==> src/rtl/eii_pkg.sv <==
package eii_pkg;

    localparam logic [7:0] K_COM  = 8'hBC;
    localparam logic [7:0] TS1_ID = 8'h4A;
    localparam logic [7:0] TS2_ID = 8'h45;

    localparam int UI_TS     = 1280;
    localparam int UI_EX_G1  = 2000;
    localparam int UI_EX_G2  = 16000;

    typedef enum logic [1:0] {
        CR_COMMA   = 2'b00,
        CR_TSET    = 2'b01,
        CR_EXIT_UI = 2'b10,
        CR_EXIT_T  = 2'b11
    } crit_e;

    typedef struct packed {
        logic com;
        logic ts;
    } sym_ev_t;

    typedef struct packed {
        logic  en;
        crit_e crit;
        logic  gen2;
    } cfg_t;

    function automatic int ui2cyc(input int ui, input int upc);
        return (ui + upc - 1) / upc;
    endfunction

    function automatic int imax(input int a, input int b);
        return (a > b) ? a : b;
    endfunction

endpackage

==> src/rtl/eii_sym_scan.sv <==
module eii_sym_scan
    import eii_pkg::*;
#(
    parameter int LANES      = 4,
    parameter int TS_ID_LANE = 2
) (
    input  logic               clk,
    input  logic               rst,
    input  logic [8*LANES-1:0] data_i,
    input  logic [LANES-1:0]   ctl_i,
    input  logic               valid_i,
    output sym_ev_t            ev_o
);
    logic [LANES-1:0] com_lane;
    logic             com0_pend;
    logic [7:0]       id_byte;
    logic             id_ok;

    generate
        for (genvar i = 0; i < LANES; i++) begin : g_lane
            assign com_lane[i] = ctl_i[i] && (data_i[8*i +: 8] == K_COM);
        end
    endgenerate

    assign id_byte = data_i[8*TS_ID_LANE +: 8];
    assign id_ok   = !ctl_i[TS_ID_LANE] && ((id_byte == TS1_ID) || (id_byte == TS2_ID));

    always_ff @(posedge clk) begin
        if (rst) begin
            com0_pend <= 1'b0;
        end else if (valid_i) begin
            com0_pend <= com_lane[0];
        end
    end

    always_comb begin
        ev_o     = '0;
        ev_o.com = valid_i && (|com_lane);
        ev_o.ts  = valid_i && com0_pend && id_ok;
    end
endmodule

==> src/rtl/eii_exit_det.sv <==
module eii_exit_det #(
    parameter int STAGES = 2
) (
    input  logic clk,
    input  logic rst,
    input  logic eidle_i,
    output logic exit_o
);
    logic [STAGES-1:0] sync_q;
    logic              last_q;

    always_ff @(posedge clk) begin
        if (rst) begin
            sync_q[0] <= 1'b0;
        end else begin
            sync_q[0] <= eidle_i;
        end
    end

    generate
        for (genvar s = 1; s < STAGES; s++) begin : g_sync
            always_ff @(posedge clk) begin
                if (rst) begin
                    sync_q[s] <= 1'b0;
                end else begin
                    sync_q[s] <= sync_q[s-1];
                end
            end
        end
    endgenerate

    always_ff @(posedge clk) begin
        if (rst) begin
            last_q <= 1'b0;
        end else begin
            last_q <= sync_q[STAGES-1];
        end
    end

    assign exit_o = last_q && !sync_q[STAGES-1];
endmodule

==> src/rtl/eii_window.sv <==
module eii_window #(
    parameter int CW = 16
) (
    input  logic          clk,
    input  logic          rst,
    input  logic          en_i,
    input  logic          restart_i,
    input  logic [CW-1:0] limit_i,
    output logic          idle_o
);
    logic [CW-1:0] cnt_q;
    logic [CW-1:0] cnt_inc;

    assign cnt_inc = cnt_q + CW'(1);

    always_ff @(posedge clk) begin
        if (rst || !en_i || restart_i) begin
            cnt_q  <= '0;
            idle_o <= 1'b0;
        end else if (cnt_q != limit_i) begin
            cnt_q  <= cnt_inc;
            idle_o <= idle_o || (cnt_inc == limit_i);
        end
    end
endmodule

==> src/rtl/eii_monitor.sv <==
module eii_monitor
    import eii_pkg::*;
#(
    parameter int LANES        = 4,
    parameter int TS_ID_LANE   = 2,
    parameter int UI_PER_CYC   = 40,
    parameter int CYC_128US_G1 = 8000,
    parameter int CYC_128US_G2 = 16000,
    parameter int SYNC_STAGES  = 2
) (
    input  logic               clk,
    input  logic               rst,
    input  logic [2:0]         sel_i,
    input  logic               gen2_i,
    input  logic [8*LANES-1:0] rx_data_i,
    input  logic [LANES-1:0]   rx_ctl_i,
    input  logic               rx_valid_i,
    input  logic               rx_eidle_i,
    output logic               idle_o,
    output logic               act_o,
    output logic [1:0]         crit_o
);
    localparam int W_TS    = ui2cyc(UI_TS, UI_PER_CYC);
    localparam int W_EX_G1 = ui2cyc(UI_EX_G1, UI_PER_CYC);
    localparam int W_EX_G2 = ui2cyc(UI_EX_G2, UI_PER_CYC);
    localparam int W_MAX   = imax(imax(W_TS, W_EX_G1), imax(W_EX_G2, imax(CYC_128US_G1, CYC_128US_G2)));
    localparam int CW      = $clog2(W_MAX + 1);

    cfg_t          cfg_d;
    cfg_t          cfg_q;
    sym_ev_t       sym_ev;
    logic          exit_ev;
    logic          sel_ev;
    logic          cfg_chg;
    logic [CW-1:0] limit;

    eii_sym_scan #(.LANES(LANES), .TS_ID_LANE(TS_ID_LANE)) u_scan (
        .clk     (clk),
        .rst     (rst),
        .data_i  (rx_data_i),
        .ctl_i   (rx_ctl_i),
        .valid_i (rx_valid_i),
        .ev_o    (sym_ev)
    );

    eii_exit_det #(.STAGES(SYNC_STAGES)) u_exit (
        .clk     (clk),
        .rst     (rst),
        .eidle_i (rx_eidle_i),
        .exit_o  (exit_ev)
    );

    always_comb begin
        cfg_d.crit = crit_e'(sel_i[1:0]);
        cfg_d.gen2 = gen2_i;
        cfg_d.en   = sel_i[2] && !((cfg_d.crit == CR_EXIT_T) && gen2_i);
    end

    always_ff @(posedge clk) begin
        if (rst) begin
            cfg_q <= '0;
        end else begin
            cfg_q <= cfg_d;
        end
    end

    assign cfg_chg = (cfg_d != cfg_q);

    always_comb begin
        case (cfg_d.crit)
            CR_COMMA: begin
                sel_ev = sym_ev.com;
                limit  = cfg_d.gen2 ? CW'(CYC_128US_G2) : CW'(CYC_128US_G1);
            end
            CR_TSET: begin
                sel_ev = sym_ev.ts;
                limit  = CW'(W_TS);
            end
            CR_EXIT_UI: begin
                sel_ev = exit_ev;
                limit  = cfg_d.gen2 ? CW'(W_EX_G2) : CW'(W_EX_G1);
            end
            default: begin
                sel_ev = exit_ev;
                limit  = CW'(CYC_128US_G1);
            end
        endcase
    end

    eii_window #(.CW(CW)) u_win (
        .clk       (clk),
        .rst       (rst),
        .en_i      (cfg_d.en),
        .restart_i (cfg_chg || sel_ev),
        .limit_i   (limit),
        .idle_o    (idle_o)
    );

    assign act_o  = cfg_q.en;
    assign crit_o = cfg_q.crit;
endmodule

==> config.mk <==
export PLATFORM = sky130hd
export DESIGN_NAME = eii_monitor
export DESIGN_NICKNAME = d
export VERILOG_FILES = /design/src/rtl/eii_pkg.sv /design/src/rtl/eii_sym_scan.sv /design/src/rtl/eii_exit_det.sv /design/src/rtl/eii_window.sv /design/src/rtl/eii_monitor.sv
export SDC_FILE = /design/constraint.sdc
export NUM_CORES = 1
export LEC_CHECK = 0
export BUFFER_PORTS_ARGS = -buffer_cell sky130_fd_sc_hd__clkbuf_2
export CAP_MARGIN = 25
export CELL_PAD_IN_SITES_DETAIL_PLACEMENT = 1
export CELL_PAD_IN_SITES_GLOBAL_PLACEMENT = 2
export CORE_MARGIN = 3
export CORE_UTILIZATION = 32
export CTS_CLUSTER_DIAMETER = 150
export CTS_CLUSTER_SIZE = 8
export DETAILED_ROUTE_END_ITERATION = 12
export GPL_TIMING_DRIVEN = 0
export PLACE_DENSITY_LB_ADDON = 0.25
export SLEW_MARGIN = 20
export SYNTH_ARGS = -nofsm -noshare
export SYNTH_HDL_FRONTEND = slang
export SYNTH_SLANG_ARGS = --single-unit
==> constraint.sdc <==
create_clock -name clk -period 3 [get_ports clk]
set_input_delay 0.3 -clock clk [delete_from_list [all_inputs] [get_ports clk]]
set_output_delay 0.3 -clock clk [all_outputs]
set_load 0.01 [all_outputs]
* Word-level counts from Yosys, hierarchy flattened
Index checks and enable logic that the tools add are counted.
** Word-level totals
- Word-level logic and storage cells :: 48
- Flip-flop bits (word level) :: 23
- Bits of input ports :: 44
** Operators by class
- Reductions and logical operators :: 22
- Equality and inequality tests :: 12
- Add/sub/neg operators :: 1
- Muxes and demuxes :: 4
** Operators with widths (count)
- 14-bit case mux with 3 select lines :: 1
- 8-bit equality test (second input constant) :: 4
- 8-bit by 7-bit equality test with 1-bit output (second input constant) :: 2
- 14-bit by 1-bit adder with 14-bit output (second input constant) :: 1
- 14-bit equality test :: 1
- 14-bit two-way mux :: 1
- 14-bit inequality test :: 1
- 1-bit logical AND :: 11
- 9-bit two-way mux :: 1
- 1-bit logical OR :: 5
- 2-bit equality test (second input constant) :: 2
- 1-bit logical NOT :: 4
- 4-bit inequality test :: 1
- 4-bit OR reduction :: 1
- 2-bit by 1-bit equality test with 1-bit output (second input constant) :: 1
- 2-bit logical NOT :: 1
- 1-bit case mux with 2 select lines :: 1

* Depth between registers and ports, before layout
- Word-level depth :: 7
- Depth in mapped cells :: 9

* Modules after synthesis
From an unflattened synthesis, not the netlist that was laid out.
** Second synthesis, totals
- Cells, all modules :: 221
- Area total of the unflattened synthesis :: 1834.3 um^2
** Modules (own cells, without submodules)
- eii_window :: area an instance 1222.4 um^2, instances 1, cells each 152, sequential area each 300.3 um^2
- eii_monitor :: area an instance 312.8 um^2, instances 1, cells each 37, sequential area each 80.1 um^2
- eii_sym_scan :: area an instance 211.5 um^2, instances 1, cells each 25, sequential area each 20.0 um^2
- eii_exit_det :: area an instance 87.6 um^2, instances 1, cells each 7, sequential area each 60.1 um^2

* Least setup slack after synthesis
No wires, ideal clock.
- Path kind :: input -> register
- From :: input port sel_i[0]
- To :: register u_win.cnt_q[1]
- Library setup time :: 0.128 ns
- Arrival :: 1.955 ns
- Setup slack :: 0.918 ns
- Stages :: 9
- Data required time :: 2.872 ns
- Path through :: inv_1 ha_1 nor2b_1 or3_1 a21oi_1 a21oi_1 or4_4 mux2i_1 nor2_1
** On the way
- Word-level cells in the longest chain between the ends :: 7
- Elaborated cells on any way between the ends :: 15
- Those cells by class :: eq/ne (5); mux (2); reduce/logical (8)
** RTL lines
- start: declaration :: line eii_monitor.sv:13 : input logic [2:0] sel_i,
- 2-bit equality test :: line eii_monitor.sv:56 : cfg_d.en = sel_i[2] && !((cfg_d.crit == CR_EXIT_T) && gen2_i);
- 1-bit logical AND :: line eii_monitor.sv:56
- 1-bit logical NOT :: line eii_monitor.sv:56
- 1-bit logical AND :: line eii_monitor.sv:56
- 4-bit inequality test / 1-bit logical NOT (equally long branches) :: line eii_monitor.sv:67, eii_window.sv:17
- 1-bit logical OR, on equally long branches :: line eii_monitor.sv:94, eii_window.sv:17
- 1-bit logical OR :: line eii_window.sv:17 : if (rst || !en_i || restart_i) begin
- end signal: assignment :: line eii_window.sv:21 : cnt_q <= cnt_inc;
- end: declaration :: line eii_window.sv:11 : logic [CW-1:0] cnt_q;
Several ways; a longest one is shown, not always the timed one.
A chain may end at the register's enable or synchronous reset.

* Worst setup path in the final report
- From :: register u_win.cnt_q[0]
- To :: register u_win.idle_o
** On the way
- Word-level cells in the longest chain between the ends :: 3
- Elaborated cells on any way between the ends :: 4
- Those cells by class :: add/sub (1); eq/ne (2); reduce/logical (1)
** RTL lines
- 14-bit by 1-bit adder with 14-bit output :: line eii_window.sv:14 : assign cnt_inc = cnt_q + CW'(1);
- 14-bit equality test :: line eii_window.sv:22 : idle_o <= idle_o || (cnt_inc == limit_i);
- 1-bit logical OR :: line eii_window.sv:22
- end signal: assignment :: line eii_window.sv:22
- end: declaration :: line eii_window.sv:9 : output logic idle_o
Several ways; a longest one is shown, not always the timed one.

==> results.json <==
{
  "outcome": "finished clean",
  "rsz0062_at_grt": "false",
  "fp-row-count": 25,
  "post_cts_resized": 0,
  "finalHoldViolCount": 0,
  "postCtsSetupRepairBufs": 0,
  "yosysMostFrequentCell": "dfxtp_1",
  "area_delta_synth_final_pct": 21.9,
  "ant_nets": 0,
  "grt.total_usage": 0.147,
  "num_antenna_cells": 0,
  "num_vias": 1526,
  "critPathArrivalTime_ps": 2480,
  "p_leak_nw": 0.833,
  "holdCritStartpoint": "gen2_i",
  "async_reset_ff_frac": 0,
  "core_um2": 4850,
  "synth.distinct_cells": 50,
  "drive_gt1_frac": 0.288,
  "root_buffer": "clkbuf_8",
  "fin_skew_ps": 2.75,
  "crit_path_max_fanout": 10,
  "max_cap_violations": 0,
  "placedCellCount": 303,
  "ys_warn_count": 0,
  "timing.hold.ws_ps": 234,
  "drc": 0,
  "initial_core_util": 0.340,
  "setup_ws_ps": 663,
  "syn_area_um2": 1650,
  "pwr_density_cell_nw_per_um2": 305,
  "final_net_count": 291,
  "cts_hold_buf": 0,
  "die_h_um": 77.7,
  "via_per_inst": 4.97,
  "antenna_found_initial": 0,
  "cts.path.max_buffers": 2,
  "htreeDepth": 1,
  "grt_max_degree": 14,
  "crit_start": "u_win.cnt_q[0]$_SDFFE_PP0P_",
  "synthTopCellsByArea": "dfxtp_1, xnor2_1, xor2_1",
  "finalSetupViolCount": 0,
  "cts_buffers": 3,
  "wirelength_um": 4310,
  "slew_viol_final": 0,
  "dpl.hpwl_um": 3530,
  "yosysTopAreaCell": "dfxtp_1",
  "grt_pass1_vias": 1537,
  "setup.worst_path.end_class": "register",
  "fin_crit_ps": 2340,
  "finalNonFillerCells": 307,
  "die_x_um": 77.7,
  "firstDrtPassIters": 4,
  "grt_overflow": 0,
  "wl_per_cell_um": 14.0,
  "path_clk_slew_ps": 90,
  "synthFlopType": "dfxtp_1",
  "crit_type": "reg -> reg",
  "synth-edff-count": 0,
  "post_synth.cell_area_avg_um2": 8.67,
  "io_buffers": 46,
  "r2r-start": "u_win.cnt_q[0]$_SDFFE_PP0P_",
  "ys_ff_latch": 23,
  "grt_pass1_wl_um": 7200,
  "gp_congestion": 0.716,
  "synthesis.nets": 240,
  "io_pins": 48,
  "synth_top_area_frac": 0.280,
  "relSlewSlack": 0.644,
  "crit_required_ps": 3150,
  "clock-sinks": 23,
  "dieArea_um2": 6040,
  "fin_crit_sh": 0.779,
  "worst_slew_pin_slew_ps": 534,
  "drt_iter0_markers": 34,
  "ir_drop_v": 0.000190,
  "clk_latency_ps": 270,
  "start_kind": "register",
  "cts_tree": "built",
  "finalCoreUtilization": 0.414,
  "max_freq_mhz": 428,
  "synth-seq-area-share": 0.280,
  "pre_cts_ws_ps": 500,
  "tns_ps": 0,
  "holdCritPathClass": "in -> reg",
  "synth_commonest_cells": "dfxtp_1, nor2_1, xnor2_1, xor2_1, nand3_1",
  "synth_cells": 190
}
-- final timing paths --
path	to	slack (ps)	cells after the start
min	act_o$_SDFF_PP0_	230	2
min reg2reg	u_exit.sync_q[1]$_SDFF_PP0_	450	1
max	u_win.idle_o$_SDFFE_PP0P_	660	7
max reg2reg	u_win.idle_o$_SDFFE_PP0P_	660	7
-- metal layers --
metal / GRT usage / vias up / wire [um]
met5: 0 / - / 0
met4: 0.0249 / 0 / 18
met3: 0.0278 / 2 / 96
met2: 0.242 / 22 / 2120
met1: 0.201 / 719 / 2080
li1: - / 783 / -
-- through the flow --
stage,area [um^2],power (mW)
2_1_floorplan,1650,0.371
3_3_place_gp,1960,0.415
3_5_place_dp,1960,0.417
4_1_cts,2010,0.623
5_1_grt,2010,0.645
6_report,2010,0.612
-- sequential cells by signal, summed over array words and instances, names as in the netlist --
register          flops
cfg_q                 1
crit_o                2
u_exit.last_q         1
act_o                 1
u_win.idle_o          1
u_scan.com0_pend      1
u_win.cnt_q          14
u_exit.sync_q         2
-- cell type report --
| type | instances | area [um^2] |
|---|---|---|
| Inverter | 4 | 15.0 |
| Fill cell | 616 | 2840 |
| Timing Repair Buffer | 46 | 230 |
| Clock inverter | 1 | 5.00 |
| Sequential cell | 23 | 460 |
| Multi-Input combinational cell | 151 | 1090 |
| Tap cell | 67 | 83.8 |
| Clock buffer | 3 | 41.3 |
| Buffer | 12 | 77.6 |
-- cell families after synthesis --
group,after synthesis,share of synthesized area
buf+inv,16,0.0562
mux,4,0.0251
simple gates,91,0.347
fa+ha+maj,6,0.0456
flops,23,0.280
compound gates,23,0.0942
xor+xnor,27,0.152
-- layout by cell type (no fill, tap or decap), drive strengths merged, types with 2 or more instances in the layout --
cell and instances:
a211oi 3, a21oi 4, and4b 3, buf 11, clkbuf 50, dfxtp 23, ha 6, inv 4
mux2i 3, nand2 8, nand2b 4, nand3 13, nand3b 3, nand4 5, nor2 22, nor2b 8
nor3 4, nor4 5, nor4b 3, nor4bb 3, o21ai 6, o22ai 2, o311ai 2, or3 2
or4 2, xnor2 13, xor2 13
-- where the power goes --
group	switching (mW)	internal [mW]	total, mW
clock	0.111	0.0930	0.204
sequential	0.00222	0.310	0.312
combinational	0.0443	0.0526	0.0969
total	0.157	0.455	0.612
-- critical path, stage by stage (launching register included) --
cell	delay, ps
dfxtp_1	460
ha_1	320
nand3_4	190
nor4_1	410
xnor2_1	190
a311o_1	360
a41oi_1	220
nor2_1	60
Power figures use the tool's default switching activity.
